File: config.mk
export PLATFORM = sky130hd
export DESIGN_NAME = sie_aggregator
export DESIGN_NICKNAME = d
export VERILOG_FILES = /design/src/rtl/sie_pkg.sv /design/src/rtl/sie_src_table.sv /design/src/rtl/sie_chain_walk.sv /design/src/rtl/sie_count_bank.sv /design/src/rtl/sie_aggregator.sv
export SDC_FILE = /design/constraint.sdc
export NUM_CORES = 1
export LEC_CHECK = 0
export BUFFER_PORTS_ARGS = -buffer_cell sky130_fd_sc_hd__buf_2
export CAP_MARGIN = 20
export CORE_UTILIZATION = 68
export DETAILED_ROUTE_END_ITERATION = 6
export PLACE_DENSITY = 0.92
export SLEW_MARGIN = 20
export SYNTH_ARGS = -nofsm -noshare
export SYNTH_HDL_FRONTEND = slang
export SYNTH_SLANG_ARGS = --single-unit
File: constraint.sdc
create_clock -name clk -period 7.53 [get_ports clk]
set_input_delay 1.506 -clock clk [delete_from_list [all_inputs] [get_ports clk]]
set_output_delay 1.506 -clock clk [all_outputs]
set_load 0.05 [all_outputs]
File: src/rtl/sie_pkg.sv
package sie_pkg;

    localparam int SIE_NUM_SRC = 16;
    localparam int SIE_CNT_W   = 3;

    typedef enum logic {
        WALK_IDLE = 1'b0,
        WALK_RUN  = 1'b1
    } walk_state_e;

    typedef struct packed {
        logic enable;
        logic group;
    } hop_ctl_t;

    // A source without a successor that also lacks a target or a vector
    // can never be activated nor pass anything on.
    function automatic logic reserved_src(input logic link_zero,
                                          input logic max_zero,
                                          input logic has_vec);
        return link_zero && (max_zero || !has_vec);
    endfunction

    // Forward when the hop is group-driven or the source has no vector.
    function automatic logic forwards(input logic link_zero,
                                      input logic is_group,
                                      input logic has_vec);
        return !link_zero && (is_group || !has_vec);
    endfunction

endpackage

File: src/rtl/sie_src_table.sv
module sie_src_table
    import sie_pkg::*;
#(
    parameter int NUM_SRC = SIE_NUM_SRC,
    parameter int ID_W    = $clog2(NUM_SRC),
    parameter int CNT_W   = SIE_CNT_W
) (
    input  logic             clk,
    input  logic             rst,
    input  logic             cfg_we,
    input  logic [ID_W-1:0]  cfg_id,
    input  logic [ID_W-1:0]  cfg_link,
    input  logic [CNT_W-1:0] cfg_max,
    input  logic             cfg_vec,
    input  logic [ID_W-1:0]  rd_id,
    output logic [ID_W-1:0]  rd_link,
    output logic [CNT_W-1:0] rd_max,
    output logic             rd_vec,
    output logic [CNT_W-1:0] max_all [NUM_SRC]
);

    logic [ID_W-1:0]  link_q [NUM_SRC];
    logic [CNT_W-1:0] max_q  [NUM_SRC];
    logic [NUM_SRC-1:0] vec_q;

    for (genvar g = 0; g < NUM_SRC; g++) begin : g_entry
        always_ff @(posedge clk) begin
            if (rst) begin
                link_q[g] <= '0;
                max_q[g]  <= '0;
                vec_q[g]  <= 1'b0;
            end else if (cfg_we && cfg_id == ID_W'(g)) begin
                link_q[g] <= cfg_link;
                max_q[g]  <= cfg_max;
                vec_q[g]  <= cfg_vec;
            end
        end
        assign max_all[g] = max_q[g];
    end

    always_comb begin
        rd_link = '0;
        rd_max  = '0;
        rd_vec  = 1'b0;
        for (int i = 0; i < NUM_SRC; i++) begin
            if (rd_id == ID_W'(i)) begin
                rd_link = link_q[i];
                rd_max  = max_q[i];
                rd_vec  = vec_q[i];
            end
        end
    end

endmodule

File: src/rtl/sie_chain_walk.sv
module sie_chain_walk
    import sie_pkg::*;
#(
    parameter int NUM_SRC = SIE_NUM_SRC,
    parameter int ID_W    = $clog2(NUM_SRC),
    parameter int CNT_W   = SIE_CNT_W
) (
    input  logic             clk,
    input  logic             rst,
    input  logic             evt_valid,
    input  logic [ID_W-1:0]  evt_id,
    input  logic             evt_enable,
    input  logic             evt_group,
    input  logic [ID_W-1:0]  hop_link,
    input  logic [CNT_W-1:0] hop_max,
    input  logic             hop_vec,
    output logic             hop_apply,
    output logic [ID_W-1:0]  hop_id,
    output logic             hop_enable,
    output logic             busy
);

    localparam int HOP_W = $clog2(NUM_SRC) + 1;
    localparam logic [HOP_W-1:0] HOP_LAST = HOP_W'(NUM_SRC - 1);

    walk_state_e      state_q;
    logic [ID_W-1:0]  walk_id_q;
    hop_ctl_t         walk_ctl_q;
    logic [HOP_W-1:0] hops_q;

    hop_ctl_t cur_ctl;
    logic     hop_valid;
    logic     hop_reserved;
    logic     hop_fwd;
    logic     keep_walking;

    assign busy      = (state_q == WALK_RUN);
    assign hop_valid = busy || evt_valid;
    assign hop_id    = busy ? walk_id_q : evt_id;
    assign cur_ctl   = busy ? walk_ctl_q : hop_ctl_t'{enable: evt_enable, group: evt_group};
    assign hop_enable = cur_ctl.enable;

    assign hop_reserved = reserved_src(hop_link == '0, hop_max == '0, hop_vec);
    assign hop_apply    = hop_valid && !hop_reserved;
    assign hop_fwd      = hop_valid && forwards(hop_link == '0, cur_ctl.group, hop_vec);
    assign keep_walking = hop_fwd && (hops_q < HOP_LAST);

    always_ff @(posedge clk) begin
        if (rst) begin
            state_q    <= WALK_IDLE;
            walk_id_q  <= '0;
            walk_ctl_q <= '0;
            hops_q     <= '0;
        end else if (hop_valid) begin
            if (keep_walking) begin
                state_q    <= WALK_RUN;
                walk_id_q  <= hop_link;
                walk_ctl_q <= hop_ctl_t'{enable: cur_ctl.enable, group: 1'b1};
                hops_q     <= hops_q + 1'b1;
            end else begin
                state_q <= WALK_IDLE;
                hops_q  <= '0;
            end
        end
    end

    // a forwarding hop hands its link to the next cycle as a group hop
    a_r5_forward_next: assert property (@(posedge clk) disable iff (rst)
        (hop_valid && hop_link != '0 && (cur_ctl.group || !hop_vec) && hops_q < HOP_LAST)
        |=> (busy && hop_id == $past(hop_link) && hop_enable == $past(cur_ctl.enable)));

    // a hop without a successor ends the walk
    a_r5_stop_at_null: assert property (@(posedge clk) disable iff (rst)
        (hop_valid && hop_link == '0) |=> !busy);

    // walk length stays within the source count
    a_r7_hop_bound: assert property (@(posedge clk) disable iff (rst)
        hops_q <= HOP_LAST);

    // while walking, the walker keeps its own source
    a_r6_busy_owns_hop: assert property (@(posedge clk) disable iff (rst)
        (busy && evt_valid) |-> (hop_id == walk_id_q));

endmodule

File: src/rtl/sie_count_bank.sv
module sie_count_bank
    import sie_pkg::*;
#(
    parameter int NUM_SRC = SIE_NUM_SRC,
    parameter int ID_W    = $clog2(NUM_SRC),
    parameter int CNT_W   = SIE_CNT_W
) (
    input  logic               clk,
    input  logic               rst,
    input  logic               cfg_we,
    input  logic [ID_W-1:0]    cfg_id,
    input  logic               hop_apply,
    input  logic [ID_W-1:0]    hop_id,
    input  logic               hop_enable,
    input  logic [CNT_W-1:0]   max_all [NUM_SRC],
    output logic [NUM_SRC-1:0] active
);

    logic [CNT_W-1:0] cnt_q [NUM_SRC];

    for (genvar g = 0; g < NUM_SRC; g++) begin : g_src
        logic cfg_hit;
        logic hop_hit;

        assign cfg_hit = cfg_we && (cfg_id == ID_W'(g));
        assign hop_hit = hop_apply && (hop_id == ID_W'(g));

        always_ff @(posedge clk) begin
            if (rst || cfg_hit) begin
                cnt_q[g] <= '0;
            end else if (hop_hit) begin
                if (hop_enable && cnt_q[g] < max_all[g])
                    cnt_q[g] <= cnt_q[g] + 1'b1;
                else if (!hop_enable && cnt_q[g] != '0)
                    cnt_q[g] <= cnt_q[g] - 1'b1;
            end
        end

        assign active[g] = (max_all[g] != '0) && (cnt_q[g] == max_all[g]);

        // counter never passes its target
        a_r2_no_overflow: assert property (@(posedge clk) disable iff (rst)
            cnt_q[g] <= max_all[g]);

        // an enable below target raises the count by one
        a_r2_step_up: assert property (@(posedge clk) disable iff (rst)
            (hop_hit && !cfg_hit && hop_enable && cnt_q[g] < max_all[g])
            |=> cnt_q[g] == $past(cnt_q[g]) + 1'b1);

        // a source untouched by hops and config keeps its count
        a_r4_untouched_stable: assert property (@(posedge clk) disable iff (rst)
            (!cfg_hit && !(hop_apply && hop_id == ID_W'(g))) |=> $stable(cnt_q[g]));

        // configuration clears the count
        a_r8_cfg_clears: assert property (@(posedge clk) disable iff (rst)
            cfg_hit |=> cnt_q[g] == '0);
    end

endmodule

File: src/rtl/sie_aggregator.sv
module sie_aggregator
    import sie_pkg::*;
#(
    parameter int NUM_SRC = SIE_NUM_SRC,
    parameter int ID_W    = $clog2(NUM_SRC),
    parameter int CNT_W   = SIE_CNT_W
) (
    input  logic               clk,
    input  logic               rst,
    input  logic               cfg_we,
    input  logic [ID_W-1:0]    cfg_id,
    input  logic [ID_W-1:0]    cfg_link,
    input  logic [CNT_W-1:0]   cfg_max,
    input  logic               cfg_vec,
    input  logic               evt_valid,
    input  logic [ID_W-1:0]    evt_id,
    input  logic               evt_enable,
    input  logic               evt_group,
    output logic               walk_busy,
    output logic [NUM_SRC-1:0] src_active
);

    logic [ID_W-1:0]  hop_id;
    logic             hop_enable;
    logic             hop_apply;
    logic [ID_W-1:0]  hop_link;
    logic [CNT_W-1:0] hop_max;
    logic             hop_vec;
    logic [CNT_W-1:0] max_all [NUM_SRC];

    sie_src_table #(.NUM_SRC(NUM_SRC), .ID_W(ID_W), .CNT_W(CNT_W)) u_table (
        .clk      (clk),
        .rst      (rst),
        .cfg_we   (cfg_we),
        .cfg_id   (cfg_id),
        .cfg_link (cfg_link),
        .cfg_max  (cfg_max),
        .cfg_vec  (cfg_vec),
        .rd_id    (hop_id),
        .rd_link  (hop_link),
        .rd_max   (hop_max),
        .rd_vec   (hop_vec),
        .max_all  (max_all)
    );

    sie_chain_walk #(.NUM_SRC(NUM_SRC), .ID_W(ID_W), .CNT_W(CNT_W)) u_walk (
        .clk        (clk),
        .rst        (rst),
        .evt_valid  (evt_valid),
        .evt_id     (evt_id),
        .evt_enable (evt_enable),
        .evt_group  (evt_group),
        .hop_link   (hop_link),
        .hop_max    (hop_max),
        .hop_vec    (hop_vec),
        .hop_apply  (hop_apply),
        .hop_id     (hop_id),
        .hop_enable (hop_enable),
        .busy       (walk_busy)
    );

    sie_count_bank #(.NUM_SRC(NUM_SRC), .ID_W(ID_W), .CNT_W(CNT_W)) u_bank (
        .clk        (clk),
        .rst        (rst),
        .cfg_we     (cfg_we),
        .cfg_id     (cfg_id),
        .hop_apply  (hop_apply),
        .hop_id     (hop_id),
        .hop_enable (hop_enable),
        .max_all    (max_all),
        .active     (src_active)
    );

    // right after reset nothing is active and no walk runs
    a_r1_reset_quiet: assert property (@(posedge clk)
        $past(rst) |-> (src_active == '0 && !walk_busy));

    // an active source has a non-zero target
    a_r3_active_needs_target: assert property (@(posedge clk) disable iff (rst)
        (src_active[hop_id]) |-> (hop_max != '0));

endmodule

### After elaboration in Yosys (flattened, before gate mapping)

Memories as Yosys holds them, arrays and structs flattened.
Cells that the tools add are included.

* flip-flop bits (word level): 28
* output and inout port bits: 17
* bits of input ports: 22
* word-level logic and storage cells: 671
* memories kept: 3
* bits in writable memories: 160

Memory list
* u_table.link_q: depth 16, width 4, read ports 16, clocked after memory_dff 0, write ports 16, RTL line sie_src_table.sv:22 `logic [ID_W-1:0] link_q [NUM_SRC];`
* u_bank.cnt_q: depth 16, width 3, read ports 16, clocked after memory_dff 0, write ports 16, RTL line sie_count_bank.sv:19 `logic [CNT_W-1:0] cnt_q [NUM_SRC];`
* u_table.max_q: depth 16, width 3, read ports 16, clocked after memory_dff 0, write ports 16, RTL line sie_src_table.sv:23 `logic [CNT_W-1:0] max_q [NUM_SRC];`

* reduce and logical (&&, ||, !) cells: 145
* equal/unequal tests: 46
* mux-type cells: 342
* add/sub/neg operators: 33
* order comparisons: 17
* bitwise logic cells: 64

Operator list (count)
* $mux 1: 243
* $mux 3: 64
* $mux 4: 33
* $reduce_bool 3->1: 32
* $logic_and 1x1->1: 85
* $eq 4x4->1 const B: 16
* $or 1x1->1: 64
* $add 3x1->3 const B: 16
* $eq 3x3->1: 16
* $lt 3x3->1: 16
* $sub 3x1->3 const B: 16
* $eq 4x3->1 const B: 8
* $logic_or 1x1->1: 19
* $eq 4x2->1 const B: 4
* $logic_not 4->1: 3
* $eq 4x1->1 const B: 2
* $add 5x1->5 const B: 1
* $lt 5x4->1 const B: 1
* $mux 5: 1
* $logic_not 1->1: 4
* $logic_not 3->1: 1
* $mux 2: 1
* $reduce_and 2->1: 1

### Depth between registers and ports, before layout

* depth in word-level cells: 29
* gate-level depth with buffers: 17
* mapped depth without buffers: 12

### Modules after synthesis

Synthesis repeated with hierarchy kept, for this count alone.

* cells, all modules: 1178
* area total of the unflattened synthesis: 11997.8 µm²

By module, submodules not included
* sie_src_table: instances 1, cells each 549, sequential area each 3683.5 µm², area each 6403.6 µm²
* sie_count_bank: instances 1, cells each 570, sequential area each 1441.4 µm², area each 5006.1 µm²
* sie_chain_walk: instances 1, cells each 59, sequential area each 240.2 µm², area each 588.1 µm²

### Worst setup path before layout

Ideal clock, no wire load.

* path type: input to register
* start point: in evt_id[0]
* end point: mem u_bank.cnt_q[8][2] (netlist name), data pin
* required time: 7.274 ns
* arrival time: 4.534 ns
* path buffers: 3
* library setup time: 0.256 ns
* stages: 15
* path slack: 2.741 ns
* cell sequence: buf_2 > o21bai_1 > mux2_2 > a2111o_1 > a22oi_2 > o21ai_1 > a221o_1 > and3_1 > buf_6 > buf_4 > nand4b_1 > fa_1 > xnor2_1 > mux2i_1 > nor3_1

RTL lines
* start, declared: RTL line sie_aggregator.sv:16 `input logic [ID_W-1:0] evt_id,`
* end, declared: RTL line sie_count_bank.sv:19

==> results_dict.tcl <==
set metrics [dict create \
    outcome "finished, violations left" \
    violations "DRC" \
    postSynth.asyncResetShare 0 \
    synth_edf_count 160 \
    cellLeakagePower_nw 5.12 \
    maxClockFrequency_mhz 177 \
    timing_worst_setup_path_type "input pin to flop" \
    yosys.cell_types.count 80 \
    setup_tns_ns 0 \
    dr.pass1.iters 7 \
    critPathLaunch "evt_id[1]" \
    worst-slew-pin-transition_ns 1.06 \
    dr_total_vias 10746 \
    finalHoldViolations 0 \
    clock_skew_ns 0.0115 \
    coreArea_um2 17500 \
    power.ir.vdd_worst_uv 291 \
    grt_setup_unrepaired "no" \
    cts_setup_buffers 0 \
    placed_cells 1461 \
    insertion_delay_ns 0.44 \
    synthToLayoutAreaGrowth_pct 6.27 \
    worst_setup_path_endpoint "u_bank.cnt_q[8][2]$_SDFFCE_PN0P_" \
    postSynthCellCount 1251 \
    r2r_cells 12 \
    crit_path_max_fanout 30 \
    effective_utilization_at_floorplan 0.704 \
    detail_route.wirelength_mm 37.4 \
    rows 48 \
    routabilityCongestion 1.08 \
    layout_worst_path_cycle_share 0.751 \
    timing.rr.end "u_bank.cnt_q[8][2]$_SDFFCE_PN0P_" \
    whs_path_depth 1 \
    yosys_warnings 0 \
    tritoncts "done" \
    numClockSinks 188 \
    power.density_cell_area_nw_per_um2 279 \
    nNetsFinal 1372 \
    setup_violations 0 \
    placement.setup.worst_slack_ns 1.74 \
    route.detailed.vias_per_inst 7.19 \
    post-synth-top-count-cell "sky130_fd_sc_hd__edfxtp_1" \
    finalWorstSetupSlack_ns 1.88 \
    grt-ovfl-total 0 \
    via_count_of_the_first_global_routing_pass 10132 \
    synth.area.top_cells "sky130_fd_sc_hd__edfxtp_1, sky130_fd_sc_hd__ha_1, sky130_fd_sc_hd__and2_1" \
    routed_wire_length_per_instance_um 25.0 \
    syn-mean-instance-area_um2 9.87 \
    cts.path.max_buffers 2 \
    number_of_filler_instances_in_the_final_layout 1194 \
    ys_ff_latch 188 \
    numCtsBuffers 17 \
    mappedNetlistNets 1368 \
    final_max_slew_viol_count 0 \
    rrSetupSlack_ns 2.40 \
    maximum_number_of_pins_on_one_net_before_global_route_repair 38 \
    ctsHtreeMaxLevel 4 \
    final_critical_path_required_period_ns 5.65 \
    cp-end-kind "flop" \
    cp_data_required_time_ns 7.69 \
    groute.usage.overall 0.413 \
    synth.yosys.seq_area_share 0.434 \
    cp-start-kind "input pin" \
    die-height_um 137 \
    final_util 0.748 \
    route.antenna.remaining_nets 0 \
    synth_ff_type "sky130_fd_sc_hd__edfxtp_1" \
    cts.hold.buffers_added 0 \
    yosys.area.top_type_share 0.389 \
    regToRegStartpoint "u_walk.busy$_SDFFE_PP0P_" \
    place.port_buffers 38 \
    antenna_found_initial 1 \
    finalNonFillerCells 1494 \
    arrival_ns 5.81 \
    grt_pass1_wl_mm 56.4 \
    synth_commonest_cells "sky130_fd_sc_hd__edfxtp_1, sky130_fd_sc_hd__inv_1, sky130_fd_sc_hd__and2_1" \
    slew_headroom 0.285 \
    drcViolationCount 18 \
    number_of_gates_given_a_new_drive_strength_after_cts 0 \
    maxCapViolations 0 \
    detailedPlacementHpwl_mm 26.3 \
    chipWidth_um 137 \
    fp.dieArea_um2 18700 \
    min-delay-path-class "flop to flop" \
    netlist_area_um2 12400 \
    drive_gt1_frac 0.0938 \
    cts.reportedPaths.clkPinSlew_ns 0.07 \
    synth_area_leader_cell "sky130_fd_sc_hd__edfxtp_1" \
    design_power_total_mw 3.66 \
    drtIter0Drc 1772 \
    top_level_ports 39 \
    clk_root_buffer_cell "sky130_fd_sc_hd__clkbuf_16" \
]
cell usage in the layout (no fill, tap or decap), types with 13 or more instances in the layout:
master,netlist,routed
sky130_fd_sc_hd__edfxtp_1,160,160
sky130_fd_sc_hd__inv_1,123,123
sky130_fd_sc_hd__and2_1,114,114
sky130_fd_sc_hd__ha_1,94,94
sky130_fd_sc_hd__nor2_1,78,78
sky130_fd_sc_hd__nor3_1,71,71
sky130_fd_sc_hd__o21ai_0,57,57
sky130_fd_sc_hd__nand2_1,50,50
sky130_fd_sc_hd__a21oi_1,49,49
sky130_fd_sc_hd__buf_2,19,38
sky130_fd_sc_hd__dfxtp_1,28,27
sky130_fd_sc_hd__nor2b_1,25,25
sky130_fd_sc_hd__nand3_1,23,23
sky130_fd_sc_hd__a22o_1,21,21
sky130_fd_sc_hd__o221ai_1,19,19
sky130_fd_sc_hd__o21a_1,19,18
sky130_fd_sc_hd__clkbuf_16,0,18
sky130_fd_sc_hd__a32o_1,16,16
sky130_fd_sc_hd__nor4_2,15,15
sky130_fd_sc_hd__a22oi_1,13,13
worst max-delay path: stages:
cell and delay [ns]:
sky130_fd_sc_hd__buf_2 0.45, sky130_fd_sc_hd__nor3b_2 0.17, sky130_fd_sc_hd__nor2_2 0.66, sky130_fd_sc_hd__buf_4 0.30, sky130_fd_sc_hd__a21oi_1 0.07, sky130_fd_sc_hd__a2111oi_0 0.64, sky130_fd_sc_hd__o2111a_1 0.35, sky130_fd_sc_hd__a221o_1 0.15
sky130_fd_sc_hd__and3_2 0.63, sky130_fd_sc_hd__nand4b_1 0.23, sky130_fd_sc_hd__fa_1 0.22, sky130_fd_sc_hd__xnor2_1 0.14, sky130_fd_sc_hd__mux2i_1 0.20, sky130_fd_sc_hd__nor3_1 0.07
sequential cells by signal, summed over array words and instances, names as in the netlist:
register and count:
u_table.link_q 64, u_walk.busy 1, u_walk.hops_q 5, u_table.max_q 48, u_walk.walk_ctl_q 2, u_bank.cnt_q 48
u_walk.walk_id_q 4, u_table.vec_q 16
cell type report:
class | instances | area, um2 | share of cell area
flip-flops and latches | 188 | 5370 | 0.409
inverters | 124 | 465 | 0.0355
repair buffers | 50 | 280 | 0.0214
clock inverters | 9 | 57.6 | 0.00439
multi-input cells | 874 | 6180 | 0.471
diodes | 1 | 2.50 | 0.000191
clock buffers | 23 | 489 | 0.0373
well taps | 225 | 282 | 0.0214
cell families (layout without fill, tap and decap cells):
family / after synthesis / in the layout / share of synthesized area
compound gates: 325 / 325 / 0.190
xor+xnor: 1 / 1 / 0.000709
fa+ha+maj: 95 / 95 / 0.0968
buf+inv: 189 / 206 / 0.0657
flops: 188 / 188 / 0.434
mux: 13 / 13 / 0.0109
other cells: 0 / 1 / 0
simple gates: 440 / 440 / 0.202
how the worst min path moves through the flow:
stage	startpoint	to
after CTS	u_walk.walk_ctl_q[0]$_SDFFE_PP0P_	u_walk.walk_ctl_q[0]$_SDFFE_PP0P_
after floorplan	u_walk.walk_ctl_q[0]$_SDFFE_PP0P_	u_walk.walk_ctl_q[0]$_SDFFE_PP0P_
final	u_walk.walk_ctl_q[0]$_SDFFE_PP0P_	u_walk.walk_ctl_q[0]$_SDFFE_PP0P_
after global placement	u_walk.walk_ctl_q[0]$_SDFFE_PP0P_	u_walk.walk_ctl_q[0]$_SDFFE_PP0P_
after global routing	u_walk.hops_q[4]$_SDFFE_PP0P_	u_walk.hops_q[4]$_SDFFE_PP0P_
after detailed placement	u_walk.walk_ctl_q[0]$_SDFFE_PP0P_	u_walk.walk_ctl_q[0]$_SDFFE_PP0P_
per-stage QoR:
stage                     instance area, um2  hold slack (ns)
after global placement                 12600            0.452
after floorplan                        12400            0.440
final                                  13100            0.471
after CTS                              13100            0.474
after global routing                   13100            0.505
after detailed placement               12600            0.459
power breakdown:
part,switching (mW),total (mW),internal (mW),leakage [nW]
Combinational,1.02,1.47,0.451,3.05
Clock,0.396,0.858,0.461,0.278
Sequential,0.121,1.34,1.22,1.80
Total,1.53,3.66,2.13,5.12
metal layers:
| layer | up-vias | track usage | part of all wire |
|---|---|---|---|
| met5 | - | 0 | 0 |
| met4 | 0 | 0.205 | 0.056 |
| met3 | 192 | 0.133 | 0.14 |
| met2 | 865 | 0.632 | 0.43 |
| met1 | 5048 | 0.530 | 0.37 |
| li1 | 4641 | - | - |
Note: power is estimated with default switching activity, not from simulation.
